### src/rtl/irq_pkg.sv
package irq_pkg;

    parameter int unsigned NUM_SRC = 4;

    typedef logic [NUM_SRC-1:0] src_vec_t;

    // firmware clear request, one mask bit per source
    typedef struct packed {
        logic     wr;
        src_vec_t mask;
    } clr_req_t;

    // enable flag commands from the CPU sequencer
    typedef struct packed {
        logic set;
        logic clr;
    } ien_cmd_t;

    // new edges win over a clear of the same bit
    function automatic src_vec_t pend_next(input src_vec_t cur,
                                           input src_vec_t edges,
                                           input clr_req_t req);
        src_vec_t kept;
        kept = req.wr ? (cur & ~req.mask) : cur;
        return kept | edges;
    endfunction

    // clear has priority over set
    function automatic logic ien_next(input logic cur, input ien_cmd_t cmd);
        if (cmd.clr)      return 1'b0;
        else if (cmd.set) return 1'b1;
        else              return cur;
    endfunction

endpackage

### src/rtl/irq_sync_edge.sv
module irq_sync_edge #(
    parameter int unsigned STAGES = 2
) (
    input  logic clk,
    input  logic rst,
    input  logic din,
    output logic rise
);
    localparam int unsigned LAST = STAGES - 1;

    logic [STAGES-1:0] chain;
    logic              prev;

    always_ff @(posedge clk) begin
        if (rst) begin
            chain <= '0;
            prev  <= 1'b0;
        end else begin
            chain <= {chain[STAGES-2:0], din};
            prev  <= chain[LAST];
        end
    end

    assign rise = chain[LAST] & ~prev;
endmodule

### src/rtl/irq_pend_reg.sv
module irq_pend_reg
    import irq_pkg::*;
(
    input  logic     clk,
    input  logic     rst,
    input  src_vec_t edges,
    input  clr_req_t req,
    output src_vec_t pend_q,
    output src_vec_t pend_d
);
    always_comb pend_d = pend_next(pend_q, edges, req);

    always_ff @(posedge clk) begin
        if (rst) pend_q <= '0;
        else     pend_q <= pend_d;
    end
endmodule

### src/rtl/irq_ien_ctrl.sv
module irq_ien_ctrl
    import irq_pkg::*;
(
    input  logic     clk,
    input  logic     rst,
    input  ien_cmd_t cmd,
    output logic     ien_q,
    output logic     ien_d
);
    always_comb ien_d = ien_next(ien_q, cmd);

    always_ff @(posedge clk) begin
        if (rst) ien_q <= 1'b0;
        else     ien_q <= ien_d;
    end
endmodule

### src/rtl/irq_pend_unit.sv
module irq_pend_unit
    import irq_pkg::*;
#(
    parameter int unsigned SYNC_STAGES = 2
) (
    input  logic       clk,
    input  logic       rst,
    input  logic [3:0] btn_i,
    input  logic       pend_wr_i,
    input  logic [3:0] pend_wdata_i,
    input  logic       ien_set_i,
    input  logic       ien_clr_i,
    output logic [3:0] pend_o,
    output logic       ien_o,
    output logic       irq_o
);
    src_vec_t edges;
    src_vec_t pend_q, pend_d;
    clr_req_t req;
    ien_cmd_t cmd;
    logic     ien_q, ien_d;
    logic     irq_q;

    generate
        for (genvar i = 0; i < NUM_SRC; i++) begin : g_src
            irq_sync_edge #(.STAGES(SYNC_STAGES)) u_se (
                .clk  (clk),
                .rst  (rst),
                .din  (btn_i[i]),
                .rise (edges[i])
            );
        end
    endgenerate

    always_comb begin
        req.wr   = pend_wr_i;
        req.mask = pend_wdata_i;
        cmd.set  = ien_set_i;
        cmd.clr  = ien_clr_i;
    end

    irq_pend_reg u_pend (
        .clk    (clk),
        .rst    (rst),
        .edges  (edges),
        .req    (req),
        .pend_q (pend_q),
        .pend_d (pend_d)
    );

    irq_ien_ctrl u_ien (
        .clk   (clk),
        .rst   (rst),
        .cmd   (cmd),
        .ien_q (ien_q),
        .ien_d (ien_d)
    );

    // request flag tracks the next state of both sources
    always_ff @(posedge clk) begin
        if (rst) irq_q <= 1'b0;
        else     irq_q <= ien_d & (|pend_d);
    end

    assign pend_o = pend_q;
    assign ien_o  = ien_q;
    assign irq_o  = irq_q;
endmodule

### config.mk
export PLATFORM = sky130hd
export DESIGN_NAME = irq_pend_unit
export DESIGN_NICKNAME = d
export VERILOG_FILES = /design/src/rtl/irq_pkg.sv /design/src/rtl/irq_sync_edge.sv /design/src/rtl/irq_pend_reg.sv /design/src/rtl/irq_ien_ctrl.sv /design/src/rtl/irq_pend_unit.sv
export SDC_FILE = /design/constraint.sdc
export NUM_CORES = 1
export LEC_CHECK = 0
export BUFFER_PORTS_ARGS = -buffer_cell sky130_fd_sc_hd__buf_2
export CAP_MARGIN = 20
export CORE_UTILIZATION = 39
export CTS_CLUSTER_SIZE = 20
export DETAILED_ROUTE_END_ITERATION = 12
export PLACE_DENSITY = 0.67
export REMOVE_ABC_BUFFERS = 1
export SYNTH_ARGS = -nofsm -noshare
export SYNTH_HDL_FRONTEND = slang
export SYNTH_SLANG_ARGS = --single-unit
### constraint.sdc
create_clock -name clk -period 1.09 [get_ports clk]
set_input_delay 0.1635 -clock clk [delete_from_list [all_inputs] [get_ports clk]]
set_output_delay 0.1635 -clock clk [all_outputs]
set_load 0.02 [all_outputs]
==> results.cfg, run 1 <==
[layout]
nets = 87
stdcell_area_um2 = 697
num_antenna_cells = 0
drive_gt1_share_pct = 35.6
area_growth_pct = 26.3
finalNonFillerCells = 88

[timing]
slew_viol_final = 0
setup_tns_ps = 0
slew_headroom_pct = 86.7
setup_violations = 0
finalHoldViolations = 0
max_clock_freq_mhz = 1010
fin_skew_ps = 5.59
rsz0062_at_grt = false
worstMarginPinSlew_ps = 199
worst_slack_ps = 96.6
fin_crit_ps = 993
post-route-period-util_pct = 91.1

[min_path]
holdCritPathClass = in2reg

[cts]
clockRootBuffer = clkbuf_4
cts-hold-fix-buffers = 0
clockBufferDepth = 2
cts_max_level = 1
cts.sinks = 18
path_clk_slew_ps = 100
ctsResizeCount = 0
cts_made_buffers = 3
cts_tree = done
clkLatencyLatePin_ps = 290
post-cts-setup-buffer-count = 0

[route]
first_pass_iters = 4
num_vias = 385
drt-met1-wl_um = 380
detail-route-antenna-nets = 0
drcViolationCount = 0
vias_per_cell = 4.38
wire_per_inst_um = 9.45
wl_met3_um = 63
top_layer = met4
first_iter_violations = 4
wl_met2_um = 381
finalWirelength_um = 832

[placement]
place_inst = 84
gp_congestion = 0.649
dpl_worst_slack_ps = 253
place_area_um2 = 661
portBuffers = 18

[floorplan]
die_w_um = 39.6
start_util_pct = 42.4
die_area_mm2 = 0.00157
die_height_um = 39.6
io_pins = 19
fp.coreArea_mm2 = 0.00130
num_rows = 13

[global_route]
grtUsageTotal_pct = 13.3
grt_first_pass_wirelength_mm = 1.28
grt_max_degree = 11
antenna_found_initial = 0
grt_overflow = 0
first_global_vias = 308

[power_and_ir_drop]
peakVddDrop_v = 0.000791
power_density_mw_per_mm2 = 1710
p_leak_nw = 0.333

[setup_path]
critPathRequiredTime_ps = 930
path_delay_family = flip-flops
startpoint_type = register
path_max_fanout = 2
crit_buf_inv = 1
setup.worst_path.end_class = output pin
crit_path_max_incr_delay_ps = 370
cp.arrival_ps = 830
crit_chain = buf_2
worstSetupPathType = reg2out
slowest_stage = dfxtp_1

[logic_synthesis]
ys_seq_elements = 18
syn_inst = 51
syn_area_um2 = 552
yosys.cell_types.count = 11
seq_area_frac_synth_pct = 65.3
synth_warnings = 0
avgSynthCellArea_um2 = 10.8

[run_status]
outcome = finished, final reports clean

[run]
drv_cap = 0
[routing by layer]
metal,GRT usage (%),vias up
met5,0,-
met4,10.3,0
met3,5.11,2
met2,18.4,17
met1,16.2,160
li1,-,206
[placed cells by master, fill, tap and decap left out]
master and n:
a21oi_1 1, clkbuf_4 3, nor2b_1 15, inv_1 1, dfxtp_1 18, a41oi_1 1
o21ai_1 1, buf_4 1, and2b_1 1, buf_2 18, a21oi_2 3, nor2_1 5
clkbuf_8 1, nand2_1 4
[final cells by class]
| cell class | instances | area (um2) |
|---|---|---|
| fillers | 132 | 604 |
| clock buffers | 4 | 36.3 |
| repair buffers | 19 | 97.6 |
| well taps | 15 | 18.8 |
| multi-input cells | 31 | 180 |
| flip-flops and latches | 18 | 360 |
| inverters | 1 | 3.75 |
[per-stage QoR]
step | hold slack (ps) | utilization [%] | power [mW]
global placement | 372 | 50.8 | 0.803
finish | 77.1 | 53.6 | 1.19
floorplan | 235 | - | 0.756
CTS | 66.1 | 53.6 | 1.20
global route | 64.8 | 53.6 | 1.24
detailed placement | 378 | 50.8 | 0.805
[path summary, 6_finish.rpt]
check                           depth (start not counted)                              start  slack, ps                           endpoint
worst min register to register                          1  g_src[2].u_se.chain[0]$_SDFF_PP0_        440  g_src[2].u_se.chain[1]$_SDFF_PP0_
worst max register to register                          3  g_src[0].u_se.chain[1]$_SDFF_PP0_        250                   irq_o$_SDFF_PP0_
worst min-delay path                                    2                           btn_i[1]         80  g_src[1].u_se.chain[0]$_SDFF_PP0_
worst max-delay path                                    1        u_pend.pend_q[0]$_SDFF_PP0_        100                          pend_o[0]
[kinds of logic after synthesis]
family | synth area share (%)
and+or+nand+nor | 24.5
DFF | 65.3
AOI/OAI and AO/OA | 8.16
buffers and inverters | 2.04
[registers in the layout, indices dropped and copies added (netlist names)]
signal,count
irq_o,1
u_pend.pend_q,4
g_src.u_se.prev,4
u_ien.ien_q,1
g_src.u_se.chain,8
[power breakdown]
part           switching [mW]  total [mW]  internal [mW]
clock network           0.197       0.400          0.203
logic                  0.0486      0.0940         0.0454
registers             0.00911       0.694          0.685
[cell usage after synthesis]
| master | count | share of area [%] |
|---|---|---|
| and2b_1 | 1 | 1.4 |
| nand2_1 | 4 | 2.7 |
| a21oi_2 | 3 | 4.8 |
| a41oi_1 | 1 | 1.6 |
| nor2b_1 | 15 | 17 |
| inv_1 | 1 | 0.68 |
| dfxtp_1 | 18 | 65 |
| nor2_1 | 5 | 3.4 |
| o21ai_1 | 1 | 0.91 |
| a21oi_1 | 1 | 0.91 |
| buf_4 | 1 | 1.4 |
Note: power is estimated with default switching activity, not from simulation.
==> inputs of run 2 (changes only) <==
Settings changed: SETUP_SLACK_MARGIN set to 0.3.
==> run 2 against run 1 <==
Critical path type unchanged. Combinational power is 40% higher. Worst setup slack improved by 75 ps. Highest routed layer unchanged. Total power increased by 3.9%. Sequential cell count stayed put. Sequential share of layout area fell by 6.6 points.
==> results.cfg, run 2 (same netlist as run 1, synthesis figures left out) <==
[floorplan]
io_pins = 19
start_util_pct = 42.4
num_rows = 13
die_area_mm2 = 0.00157
die_height_um = 39.6
die_w_um = 39.6
fp.coreArea_mm2 = 0.00130

[global_route]
grt_first_pass_wirelength_mm = 1.32
grtUsageTotal_pct = 13.8
first_global_vias = 319
grt_max_degree = 11
antenna_found_initial = 0
grt_overflow = 0

[power_and_ir_drop]
power_density_mw_per_mm2 = 1500
swShare_pct = 21.8
p_sw_mw = 0.270
p_int_mw = 0.965
power.total_mw = 1.23
p_leak_nw = 0.372
peakVddDrop_v = 0.000782
p_comb_share_pct = 10.7
power_frac_seq_pct = 56.8
power_frac_clock_pct = 32.6

[setup_path]
crit_path_max_incr_delay_ps = 350
startpoint_type = register
cp.arrival_ps = 760
path_max_fanout = 2
cp.depth = 1
reg2reg_depth = 4
crit_chain = buf_6
setup.worst_path.end_class = output pin
worstSetupPathType = reg2out
crit_buf_inv = 1
path_delay_family = flip-flops
critPathRequiredTime_ps = 930
slowest_stage = dfxtp_2

[route]
drcViolationCount = 0
num_vias = 395
vias_per_cell = 4.29
first_iter_violations = 4
first_pass_iters = 2
wire_per_inst_um = 9.88
detail-route-antenna-nets = 0
finalWirelength_um = 909

[timing]
worst_slack_ps = 171
setup_violations = 0
max_clock_freq_mhz = 1090
worstMarginPinSlew_ps = 239
fin_crit_ps = 919
slew_viol_final = 0
finalHoldViolations = 0
slew_headroom_pct = 83.9
setup_tns_ps = 0
fin_skew_ps = 4.88
post-route-period-util_pct = 84.3
hold-worst-slack_ps = 77.2
rsz0062_at_grt = true

[cts]
cts_made_buffers = 3
cts-hold-fix-buffers = 0
clkLatencyLatePin_ps = 290
path_clk_slew_ps = 100
cts_max_level = 1
clockRootBuffer = clkbuf_4
cts.sinks = 18
cts_tree = done
clockBufferDepth = 2

[run]
drv_cap = 0

[layout]
reg_top3 = g_src.u_se.chain (8), g_src.u_se.prev (4), u_pend.pend_q (4)
num_antenna_cells = 0
area_growth_pct = 49.4
drive_gt1_share_pct = 57.1
largest_register = g_src.u_se.chain
final_cell_mix = nor2b_1, buf_2, dfxtp_1, dfxtp_2, buf_6
finalNonFillerCells = 92
nets = 91
stdcell_area_um2 = 825
final_util_pct = 63.4
largest_reg_flops = 8

[placement]
dpl_worst_slack_ps = 253
place_area_um2 = 661
gp_congestion = 0.649
portBuffers = 18
place_inst = 84

[min_path]
min_path_cells = 2
holdCritPathClass = in2reg

[run_status]
outcome = finished, final reports clean
-- run 2: cell types whose count changed in the layout (fill, tap and decap cells not counted), sizes merged --
| cell | before | now |
|---|---|---|
| buf | 19 | 23 |
-- run 2: path summary, 6_finish.rpt --
path / end / slack, ps / from
worst max-delay path: pend_o[3] / 170 / u_pend.pend_q[3]$_SDFF_PP0_
worst min-delay path: g_src[1].u_se.chain[0]$_SDFF_PP0_ / 80 / btn_i[1]
worst min register to register: g_src[2].u_se.chain[1]$_SDFF_PP0_ / 440 / g_src[2].u_se.chain[0]$_SDFF_PP0_
worst max register to register: u_pend.pend_q[0]$_SDFF_PP0_ / 230 / u_pend.pend_q[0]$_SDFF_PP0_
-- run 2: power by group through the flow --
| stage | combinational [mW] | clock, mW | sequential [mW] |
|---|---|---|---|
| after floorplan | 0.0349 | 0 | 0.722 |
| after global placement | 0.0937 | 0 | 0.709 |
| after detailed placement | 0.0948 | 0 | 0.710 |
| after CTS | 0.115 | 0.415 | 0.698 |
| after global routing | 0.145 | 0.443 | 0.704 |
| final | 0.132 | 0.402 | 0.701 |
-- run 2: repair_timing --
| item | CTS | global route |
|---|---|---|
| buffers inserted | 3 | 1 |
| pin swaps | 0 | 1 |
| cloned | 0 | 0 |
| resized for setup | 18 | 13 |
| endpoints found under the setup margin | 7 | 9 |
-- run 2: final cells by class --
cell class	instances	area, um2
Tap cell	15	18.8
Clock buffer	4	36.3
Inverter	1	3.75
Multi-Input combinational cell	31	229
Fill cell	111	477
Timing Repair Buffer	23	165
Sequential cell	18	372
-- run 2: metal layers --
layer / wire, um / GRT usage [%] / vias to the layer above
met4: 6 / 10.3 / 0
li1: - / - / 214
met1: 443 / 17.6 / 166
met5: 0 / 0 / -
met2: 419 / 18.4 / 13
met3: 39 / 5.11 / 2
